[src/rtl/idxrf_pkg.sv]
package idxrf_pkg;

    localparam int ADDR_W    = 4;
    localparam int NUM_REGS  = 1 << ADDR_W;
    localparam int SEL_W     = ADDR_W - 1;
    localparam int STEP_BASE = NUM_REGS / 2;
    localparam int DEC_FIRST = 8;
    localparam int DEC_LAST  = 10;
    localparam int INC_FIRST = 11;
    localparam int INC_LAST  = 13;
    localparam int LINK_IDX  = 14;
    localparam int FLAG_IDX  = 15;

    typedef enum logic [1:0] {
        RK_PLAIN = 2'd0,
        RK_DEC   = 2'd1,
        RK_INC   = 2'd2,
        RK_FLAGS = 2'd3
    } reg_kind_e;

    typedef enum logic {
        DS_RUNNING  = 1'b0,
        DS_FINISHED = 1'b1
    } done_state_e;

    function automatic reg_kind_e kind_of(input int idx);
        if (idx == FLAG_IDX)
            return RK_FLAGS;
        else if (idx >= DEC_FIRST && idx <= DEC_LAST)
            return RK_DEC;
        else if (idx >= INC_FIRST && idx <= INC_LAST)
            return RK_INC;
        else
            return RK_PLAIN;
    endfunction

endpackage

[src/rtl/idxrf_step_dec.sv]
module idxrf_step_dec
    import idxrf_pkg::*;
(
    input  logic                step_en,
    input  logic [SEL_W-1:0]    step_sel,
    output logic [NUM_REGS-1:0] step_hit
);

    // Implied top address bit of 1: the selector reaches the upper half.
    logic [ADDR_W-1:0] step_addr;
    assign step_addr = {1'b1, step_sel};

    for (genvar i = 0; i < NUM_REGS; i++) begin : g_hit
        if (kind_of(i) == RK_DEC || kind_of(i) == RK_INC) begin : g_live
            assign step_hit[i] = step_en && (step_addr == ADDR_W'(i));
        end else begin : g_dead
            assign step_hit[i] = 1'b0;
        end
    end

endmodule

[src/rtl/idxrf_entry.sv]
module idxrf_entry
    import idxrf_pkg::*;
#(
    parameter int        DATA_W = 8,
    parameter reg_kind_e KIND   = RK_PLAIN
) (
    input  logic              clk,
    input  logic              rst_n,
    input  logic              wr_hit,
    input  logic [DATA_W-1:0] wr_data,
    input  logic              step_hit,
    output logic [DATA_W-1:0] q
);

    logic [DATA_W-1:0] stepped;
    logic [DATA_W-1:0] q_next;

    if (KIND == RK_DEC) begin : g_dec
        assign stepped = q - DATA_W'(1);
    end else if (KIND == RK_INC) begin : g_inc
        assign stepped = q + DATA_W'(1);
    end else begin : g_hold
        assign stepped = q;
    end

    // A write outranks a step on the same entry.
    always_comb begin
        if (wr_hit)
            q_next = wr_data;
        else if (step_hit)
            q_next = stepped;
        else
            q_next = q;
    end

    always_ff @(posedge clk) begin
        if (!rst_n)
            q <= '0;
        else
            q <= q_next;
    end

endmodule

[src/rtl/idxrf_flags.sv]
module idxrf_flags
    import idxrf_pkg::*;
#(
    parameter int DATA_W = 8
) (
    input  logic              clk,
    input  logic              rst_n,
    input  logic              wr_hit,
    input  logic [DATA_W-1:0] wr_data,
    input  logic              done_set,
    input  logic              start_clr,
    input  logic              zero_we,
    input  logic              zero_in,
    output logic [DATA_W-1:0] flags_q,
    output logic              done_o,
    output logic              zero_o
);

    localparam int DONE_BIT = DATA_W - 1;
    localparam int ZERO_BIT = 0;

    done_state_e state_q;
    done_state_e state_d;
    logic        zero_q;
    logic        zero_d;

    // GO_HALT / GO_RUN transitions; start_clr outranks every set.
    always_comb begin
        state_d = state_q;
        unique case (state_q)
            DS_RUNNING: begin
                if (!start_clr && (done_set || (wr_hit && wr_data[DONE_BIT])))
                    state_d = DS_FINISHED;
            end
            DS_FINISHED: begin
                if (start_clr || (wr_hit && !wr_data[DONE_BIT] && !done_set))
                    state_d = DS_RUNNING;
            end
            default: state_d = DS_RUNNING;
        endcase
    end

    always_ff @(posedge clk) begin
        if (!rst_n)
            state_q <= DS_RUNNING;
        else
            state_q <= state_d;
    end

    // Direct flags write outranks the datapath zero update.
    always_comb begin
        if (wr_hit)
            zero_d = wr_data[ZERO_BIT];
        else if (zero_we)
            zero_d = zero_in;
        else
            zero_d = zero_q;
    end

    always_ff @(posedge clk) begin
        if (!rst_n)
            zero_q <= 1'b0;
        else
            zero_q <= zero_d;
    end

    always_comb begin
        flags_q           = '0;
        flags_q[DONE_BIT] = (state_q == DS_FINISHED);
        flags_q[ZERO_BIT] = zero_q;
        done_o            = (state_q == DS_FINISHED);
        zero_o            = zero_q;
    end

endmodule

[src/rtl/idxreg_file.sv]
module idxreg_file
    import idxrf_pkg::*;
#(
    parameter int DATA_W = 8
) (
    input  logic              clk,
    input  logic              rst_n,
    input  logic [3:0]        rd_addr,
    output logic [DATA_W-1:0] rd_data,
    input  logic              wr_en,
    input  logic [3:0]        wr_addr,
    input  logic [DATA_W-1:0] wr_data,
    input  logic              step_en,
    input  logic [2:0]        step_sel,
    input  logic              done_set,
    input  logic              start_clr,
    input  logic              zero_we,
    input  logic              zero_in,
    output logic              done_o,
    output logic              zero_o
);

    logic [DATA_W-1:0]   regs [NUM_REGS];
    logic [NUM_REGS-1:0] wr_hit;
    logic [NUM_REGS-1:0] step_hit;

    for (genvar i = 0; i < NUM_REGS; i++) begin : g_wdec
        assign wr_hit[i] = wr_en && (wr_addr == ADDR_W'(i));
    end

    idxrf_step_dec u_step_dec (
        .step_en  (step_en),
        .step_sel (step_sel),
        .step_hit (step_hit)
    );

    for (genvar i = 0; i < NUM_REGS; i++) begin : g_reg
        if (kind_of(i) == RK_FLAGS) begin : g_flags
            idxrf_flags #(.DATA_W(DATA_W)) u_flags (
                .clk       (clk),
                .rst_n     (rst_n),
                .wr_hit    (wr_hit[i]),
                .wr_data   (wr_data),
                .done_set  (done_set),
                .start_clr (start_clr),
                .zero_we   (zero_we),
                .zero_in   (zero_in),
                .flags_q   (regs[i]),
                .done_o    (done_o),
                .zero_o    (zero_o)
            );
        end else begin : g_data
            idxrf_entry #(.DATA_W(DATA_W), .KIND(kind_of(i))) u_entry (
                .clk      (clk),
                .rst_n    (rst_n),
                .wr_hit   (wr_hit[i]),
                .wr_data  (wr_data),
                .step_hit (step_hit[i]),
                .q        (regs[i])
            );
        end
    end

    always_comb rd_data = regs[rd_addr];

endmodule

[config.mk]
export PLATFORM = sky130hd
export DESIGN_NAME = idxreg_file
export DESIGN_NICKNAME = d
export VERILOG_FILES = /design/src/rtl/idxrf_pkg.sv /design/src/rtl/idxrf_step_dec.sv /design/src/rtl/idxrf_entry.sv /design/src/rtl/idxrf_flags.sv /design/src/rtl/idxreg_file.sv
export SDC_FILE = /design/constraint.sdc
export NUM_CORES = 1
export LEC_CHECK = 0
export CAP_MARGIN = 20
export CORE_MARGIN = 3
export CORE_UTILIZATION = 35
export CTS_CLUSTER_DIAMETER = 30
export DETAILED_ROUTE_END_ITERATION = 16
export MAX_ROUTING_LAYER = met4
export PLACE_DENSITY = 0.6
export SLEW_MARGIN = 5
export SYNTH_ARGS = -nofsm -noshare
export SYNTH_HDL_FRONTEND = slang
export SYNTH_HIERARCHICAL = 1
export SYNTH_SLANG_ARGS = --single-unit
[constraint.sdc]
create_clock -name clk -period 2.3 [get_ports clk]
set_input_delay 0.46 -clock clk [delete_from_list [all_inputs] [get_ports clk]]
set_output_delay 0.46 -clock clk [all_outputs]
set_load 0.05 [all_outputs]
# [Yosys cells after proc, flatten, opt, wreduce, memory -nomap -nowiden]
# Index checks and enable logic that the tools add are counted.
# W data, S select, Z words.
[word_totals] register_bits=122 word_cells=106 input_bits=27
[classes] order_cmp=1 n_reduce_logical=40 add_sub_neg=6 eq_ne=20 n_bitwise=2 n_mux=20
[op_table] cell="$mux W8" count=14
[op_table] cell="$bmux W8 S4" count=1
[op_table] cell="$eq A4 B4 Y1 const B" count=8
[op_table] cell="$logic_and A1 B1 Y1" count=26
[op_table] cell="$add A8 B1 Y8 const B" count=3
[op_table] cell="$sub A8 B1 Y8 const B" count=3
[op_table] cell="$eq A4 B3 Y1 const B" count=4
[op_table] cell="$reduce_bool A2 Y1" count=7
[op_table] cell="$eq A4 B2 Y1 const B" count=2
[op_table] cell="$eq A3 B2 Y1 const B" count=2
[op_table] cell="$eq A3 B3 Y1 const B" count=2
[op_table] cell="$ge A5 B5 Y1 const B" count=1
[op_table] cell="$not A4 Y5" count=1
[op_table] cell="$eq A4 B1 Y1 const B" count=1
[op_table] cell="$logic_not A4 Y1" count=1
[op_table] cell="$mux W1" count=4
[op_table] cell="$eq A3 B1 Y1 const B" count=1
[op_table] cell="$logic_not A1 Y1" count=3
[op_table] cell="$logic_not A3 Y1" count=1
[op_table] cell="$logic_or A1 B1 Y1" count=2
[op_table] cell="$pmux W1 S2" count=1
[op_table] cell="$not A1 Y1" count=1

# [Logic depth before layout (Yosys ltp)]
# Gate-level depths: netlist of run 1.
[logic_depth] ltp_word=7 depth_mapped=6

# [By module]
# Netlist of run 1, hierarchy kept.
[modules_own_cells] mod="idxrf_entry (g_reg[0].g_data.u_entry ...)" area_per_inst_um2=301.5 seq_area_each_um2=160.2 cells_per_inst=25 instances=9
[modules_own_cells] mod="idxrf_entry (g_reg[10].g_data.u_entry ...)" area_per_inst_um2=461.7 seq_area_each_um2=160.2 cells_per_inst=57 instances=3
[modules_own_cells] mod="idxrf_entry (g_reg[11].g_data.u_entry ...)" area_per_inst_um2=461.7 seq_area_each_um2=160.2 cells_per_inst=55 instances=3
[modules_own_cells] mod="idxreg_file" area_per_inst_um2=1143.6 seq_area_each_um2=0.0 cells_per_inst=93 instances=1
[modules_own_cells] mod="idxrf_flags" area_per_inst_um2=156.4 seq_area_each_um2=40.0 cells_per_inst=18 instances=1
[modules_own_cells] mod="idxrf_step_dec" area_per_inst_um2=153.9 seq_area_each_um2=0.0 cells_per_inst=17 instances=1

# [Worst setup path before layout of run 1]
# Ideal clock, no wire load.
[synth_timing] path_kind="input -> output" startpoint="input rd_addr[0]" endpoint="output rd_data[5]" path_stages=5 slack_ns=0.099 t_arrival_ns=1.741 required_ns=1.840 path_cell_list="buf_6 > buf_6 > mux4_1 > a22oi_1 > nand2_1"
[synth_between] elab_chain_cells=4
[synth_lines] element="start: declaration" line="idxreg_file.sv:8" rtl="input logic [3:0] rd_addr,"
[synth_lines] element="$not A4 Y5 (implied by the code)" line="idxreg_file.sv:64" rtl="always_comb rd_data = regs[rd_addr];"
[synth_lines] element="$bmux W8 S4" line="idxreg_file.sv:64"
[synth_lines] element="$mux W8 (implied by the code) (2 in series)" line="idxreg_file.sv:64"
[synth_lines] element="end: declaration" line="idxreg_file.sv:9" rtl="output logic [DATA_W-1:0] rd_data,"
# No other way between the ends. The select of a mux whose other input is x is not followed.

# [Worst setup path after layout of run 1]
[layout_timing] startpoint="input rd_addr[0]" endpoint="output rd_data[7]"
# Same word-level chain as after synthesis.

==> run_results.csv, run 1 <==
group,metric,value,unit
final_layout,nFillCells,1801,
power_and_ir_drop,power.density,642,mW/mm^2
clock_tree,cts_hold_buffers,0,
place,quantity_of_i_o_buffers_inserted_on_ports,36,
setup_path,cp_num_buf_inv,4,
final_layout,post_route_cells_drive_above_1_share,23.4,%
timing,layout_setup_ws,-0.0266,ns
global_route,grt_overflow_total,0,
floorplanning,die_height,146,um
status,violated_checks,"setup timing",
power_and_ir_drop,part_of_the_power_in_the_clock_network,47.8,%
detailed_routing,first_pass_iters,5,
power_and_ir_drop,p_sw_share,24.3,%
clock_tree,cts_buffer_depth,2,
setup_path,arrival_time_at_the_worst_endpoint,1.87,ns
power_and_ir_drop,netSwitchingPower,1.34,mW
synth,gate_count_of_the_mapped_netlist,678,
setup_path,critical_path.cell_chain,"buf_12 -> buf_12 -> buf_8 -> mux4_2 -> a22oi_2 -> nand2_1 -> buf_6",
power_and_ir_drop,power.leakage,2.98,nW
setup_path,path_delay_family,"multiplexers",
place,place.detailed.hpwl,14.0,mm
clock_tree,insertion_delay,0.42,ns
status,outcome,"complete, but fails checks",
power_and_ir_drop,p_seq_share,40.6,%
setup_path,timing.critical_path.fanout_max,5,
floorplanning,fp.dieArea,0.0213,sq mm
synth,synth-warning-count,6,
setup_path,critical_path_capture_point_type,"output pin",
global_route,groute.usage.overall,19.6,%
power_and_ir_drop,finalPower,5.49,mW
timing,rsz0062_at_grt,"yes",
detailed_routing,via_per_inst,5.47,
run,number_of_max_cap_violations,0,
final_layout,layout.core_utilization,45.1,%
synth,syn_avg_cell_area,10.1,sq um
setup_path,timing.critical_path.from_type,"primary input",
place,gpl.final_weighted_congestion,0.878,
clock_tree,cts_tree,"built",
floorplanning,fp.dieW,146,um
detailed_routing,drt_iter0_drc,489,
power_and_ir_drop,power.combinational.fraction,11.6,%
detailed_routing,antenna_left,0,
clock_tree,tritoncts_num_sinks,122,
final_layout,finalNetCount,796,
floorplanning,num_rows,50,
timing,worst_pin_slew,0.505,ns
timing,period_needed,2.33,ns
floorplanning,core_area,0.0190,sq mm
timing,period_share,101,%
power_and_ir_drop,vdd.ir_drop.worst,0.000445,V
floorplanning,ios,37,
timing,max_slew_margin,65.9,%
timing,worst_clock_skew,0.00732,ns
final_layout,layout_area_growth_over_synthesis,24.7,%
timing,fmaxAchievable,430,MHz
synth,post_synth_instance_area,0.00686,sq mm
timing,finalMaxSlewViolations,0,
setup_path,cpPeakStageDelay,0.54,ns
clock_tree,clockRootBuffer,"clkbuf_16",
global_route,grt_pass1_wl,31.6,mm
timing,setup_tns,-0.0266,ns
setup_path,worst-setup-path-type,"primary input to output pin",
clock_tree,cts.clk_slew.worst_paths,0.06,ns
global_route,grt_pass1_vias,5607,
worst_hold_path,worst_hold_path_type,"primary input to flop",
detailed_routing,total_via_count_after_detailed_routing,5657,
power_and_ir_drop,internal_power,4.15,mW
global_route,antenna_found_initial,1,
clock_tree,cts_max_level,4,
clock_tree,cts-buffers-inserted,17,
setup_path,crit_required,1.84,ns
setup_path,critical_path.slowest_cell,"mux4_2",
detailed_routing,post_drt_wl_per_cell,19.6,um
detailed_routing,drc,0,
global_route,grt_start_max_net_pins,31,
setup_path,crit_path_frequent_cell,"buf_12",
timing,setup_violations,1,
floorplanning,initial_utilization,36.2,%
timing,finalHoldViolations,0,
detailed_routing,total_length_of_routed_wires,20.3,mm
-- path summary, 6_finish.rpt --
check	slack, ns	start	to	depth (start not counted)
min	0.51	rst_n	g_reg[13].g_data.u_entry/q[2]	2
max	-0.03	rd_addr[0]	rd_data[7]	7
min reg2reg	0.51	g_reg[5].g_data.u_entry/q[1]	g_reg[5].g_data.u_entry/q[1]	2
max reg2reg	0.78	g_reg[10].g_data.u_entry/q[2]	g_reg[10].g_data.u_entry/q[6]	3
-- cells in the final DEF (no fill, tap or decap), drive strengths merged, types with 16 or more instances in the layout --
master,count
nor2,16
o21ai,45
nor2b,73
nand3,16
dfxtp,122
clkbuf,19
mux4,32
clkdlybuf4s50,23
buf,77
mux2i,76
nand2,39
and2,16
inv,16
a22oi,16
-- metal layers --
layer  global-route usage [%]  vias up  part of all wire [%]
met5                        -        -                     0
met4                     8.14        0                   3.4
met3                     4.58       51                   7.4
met2                     30.1      230                    45
met1                     25.0     2721                    44
li1                         -     2655                     -
-- repair_timing --
action | 4_1_cts | 5_1_grt
pin swaps | 11 | 12
gates resized for setup | 40 | 23
gates cloned | 4 | 0
setup endpoints to repair | 8 | 8
buffers inserted | 1 | 0
-- power by group through the flow --
stage	combinational, mW	clock, mW	sequential [mW]
floorplan	0.339	0	2.25
global route	0.681	2.76	2.23
detailed placement	0.578	0	2.27
CTS	0.627	2.66	2.23
finish	0.638	2.62	2.23
global placement	0.563	0	2.27
-- per-stage QoR --
| step | cells | hold slack (ns) | area (sq um) | worst slack (ns) |
|---|---|---|---|---|
| floorplan | 683 | 0.474 | 6880 | 0.0994 |
| global placement | 999 | 0.494 | 7750 | -0.314 |
| detailed placement | 999 | 0.498 | 7750 | -0.288 |
| CTS | 1034 | 0.482 | 8520 | -0.00931 |
| global route | 1035 | 0.501 | 8560 | -0.0261 |
| finish | 1035 | 0.511 | 8560 | -0.0266 |
-- sequential cells by signal (all words and copies together), names as in the netlist --
name                      flops
g.g_flags.u_flags/zero_o      1
g.g_flags.u_flags/done_o      1
g.g_data.u_entry/q          120
-- area by class of cell --
cell class                      instances  area (sq um)  area share (%)
Multi-Input combinational cell        503          4120            48.1
Inverter                               16          60.1           0.702
Tap cell                              260           325            3.80
Clock buffer                           19           433            5.06
Clock inverter                         11           130            1.52
Timing Repair Buffer                  103          1040            12.2
Antenna cell                            1          2.50          0.0292
Sequential cell                       122          2450            28.6
Note: power is estimated with default switching activity, not from simulation.
==> run 2: changes to the inputs <==
--- a/config.mk
+++ b/config.mk
@@ -11,7 +11,7 @@
 export CTS_CLUSTER_DIAMETER = 30
 export DETAILED_ROUTE_END_ITERATION = 16
 export MAX_ROUTING_LAYER = met4
-export PLACE_DENSITY = 0.6
+export PLACE_DENSITY = 0.61
 export SLEW_MARGIN = 5
 export SYNTH_ARGS = -nofsm -noshare
 export SYNTH_HDL_FRONTEND = slang
==> run_results.csv, run 2 (synthesis gave the netlist of run 1 again) <==
group,metric,value,unit
global_route,grt_pass1_vias,5322,
run,number_of_max_cap_violations,0,
power_and_ir_drop,power.density,653,mW/mm^2
clock_tree,cts_hold_buffers,0,
floorplanning,ios,37,
detailed_routing,drc,0,
final_layout,layout.cells.most_common_list,"120 x dfxtp_1, 76 x mux2i_1, 73 x nor2b_1",
place,quantity_of_i_o_buffers_inserted_on_ports,36,
floorplanning,num_rows,50,
setup_path,critical_path_capture_point_type,"output pin",
global_route,antenna_found_initial,0,
place,gpl.final_weighted_congestion,0.879,
global_route,grt_pass1_wl,30.4,mm
detailed_routing,first_pass_iters,5,
timing,layout_setup_ws,0.000584,ns
final_layout,largest_register_ff_count,120,
timing,finalMaxSlewViolations,0,
power_and_ir_drop,finalPower,5.67,mW
final_layout,max_flop_register,"g.g_data.u_entry/q",
clock_tree,cts_buffer_depth,2,
setup_path,arrival_time_at_the_worst_endpoint,1.84,ns
detailed_routing,drt_iter0_drc,376,
final_layout,finalNetCount,805,
final_layout,layout.cells.most_common,"dfxtp_1",
place,place.detailed.hpwl,13.5,mm
timing,setup_violations,0,
final_layout,finalInstanceArea,0.00868,sq mm
global_route,groute.usage.overall,18.9,%
timing,rsz0062_at_grt,"yes",
clock_tree,cts_tree,"built",
detailed_routing,total_length_of_routed_wires,19.6,mm
clock_tree,cts_max_level,4,
final_layout,antenna_cells,0,
clock_tree,cts.clk_slew.worst_paths,0.05,ns
status,outcome,"finished clean",
global_route,grt_start_max_net_pins,37,
global_route,grt_overflow_total,0,
detailed_routing,antenna_left,0,
setup_path,crit_required,1.84,ns
place,dpl_cell_area,0.00789,sq mm
power_and_ir_drop,power.leakage,3.03,nW
floorplanning,initial_utilization,36.2,%
timing,period_share,100,%
timing,period_needed,2.30,ns
timing,fin_hold_ws,0.504,ns
detailed_routing,total_via_count_after_detailed_routing,5604,
worst_hold_path,worst_hold_path_type,"flop to flop",
floorplanning,fp.dieW,146,um
place,pre_cts_ws,-0.343,ns
clock_tree,clockRootBuffer,"clkbuf_16",
setup_path,worst-setup-path-type,"primary input to output pin",
clock_tree,cts-buffers-inserted,17,
floorplanning,fp.dieArea,0.0213,sq mm
setup_path,timing.critical_path.from_type,"primary input",
final_layout,post_route_cells_drive_above_1_share,23.7,%
timing,worst_clock_skew,0.00750,ns
final_layout,layout_area_growth_over_synthesis,26.5,%
detailed_routing,via_per_inst,5.36,
floorplanning,core_area,0.0190,sq mm
final_layout,nFillCells,1851,
setup_path,timing.critical_path.fanout_max,6,
floorplanning,die_height,146,um
timing,fmaxAchievable,435,MHz
clock_tree,insertion_delay,0.42,ns
power_and_ir_drop,vdd.ir_drop.worst,0.000462,V
detailed_routing,post_drt_wl_per_cell,18.8,um
clock_tree,tritoncts_num_sinks,122,
timing,finalHoldViolations,0,
run 2: worst paths after layout:
check,startpoint,end,slack [ns],cells after the start
worst min-delay path,g_reg[5].g_data.u_entry/q[2],g_reg[5].g_data.u_entry/q[2],0.50,2
worst min register to register,g_reg[5].g_data.u_entry/q[2],g_reg[5].g_data.u_entry/q[2],0.50,2
worst max-delay path,rd_addr[0],rd_data[6],0.0006,7
worst max register to register,g_reg[8].g_data.u_entry/q[0],g_reg[8].g_data.u_entry/q[4],0.79,6
run 2: through the flow:
stage	std cells	utilization (%)	TNS, ns
final	1045	45.8	0
after global routing	1045	45.8	-0.115
after CTS	1045	45.6	0
after detailed placement	1007	41.6	-2.60
after global placement	1007	41.6	-2.39
after floorplan	683	-	0
run 2: where the power goes:
| group | switching [mW] | leakage [nW] | internal (mW) |
|---|---|---|---|
| logic | 0.317 | 1.75 | 0.317 |
| clock network | 0.981 | 0.295 | 1.83 |
| registers | 0.0609 | 0.988 | 2.16 |
| total | 1.36 | 3.03 | 4.31 |
run 2: metal layers:
metal	global-route usage, %	part of all wire [%]
met2	29.0	46
met4	5.08	1.3
met5	-	0
met1	25.6	47
met3	3.96	5.4
run 2: final cells by class:
cell class / instances / area (sq um) / share of cell area (%)
multi-input cells: 503 / 4110 / 47.4
flip-flops and latches: 122 / 2440 / 28.2
repair buffers: 112 / 1120 / 12.9
clock buffers: 19 / 443 / 5.11
well taps: 260 / 325 / 3.75
clock inverters: 13 / 175 / 2.02
inverters: 16 / 60.1 / 0.692
run 2: repair_timing:
action,CTS,global route
pin swaps,10,8
setup buffers,5,0
endpoints found under the setup margin,8,8
gates resized for setup,34,16
cloned,1,0
run 2: worst max-delay path, cell delays in order:
cell,delay [ns]
buf_12,0.11
buf_12,0.13
buf_4,0.11
mux4_2,0.49
a22oi_2,0.25
nand2_2,0.11
buf_6,0.16
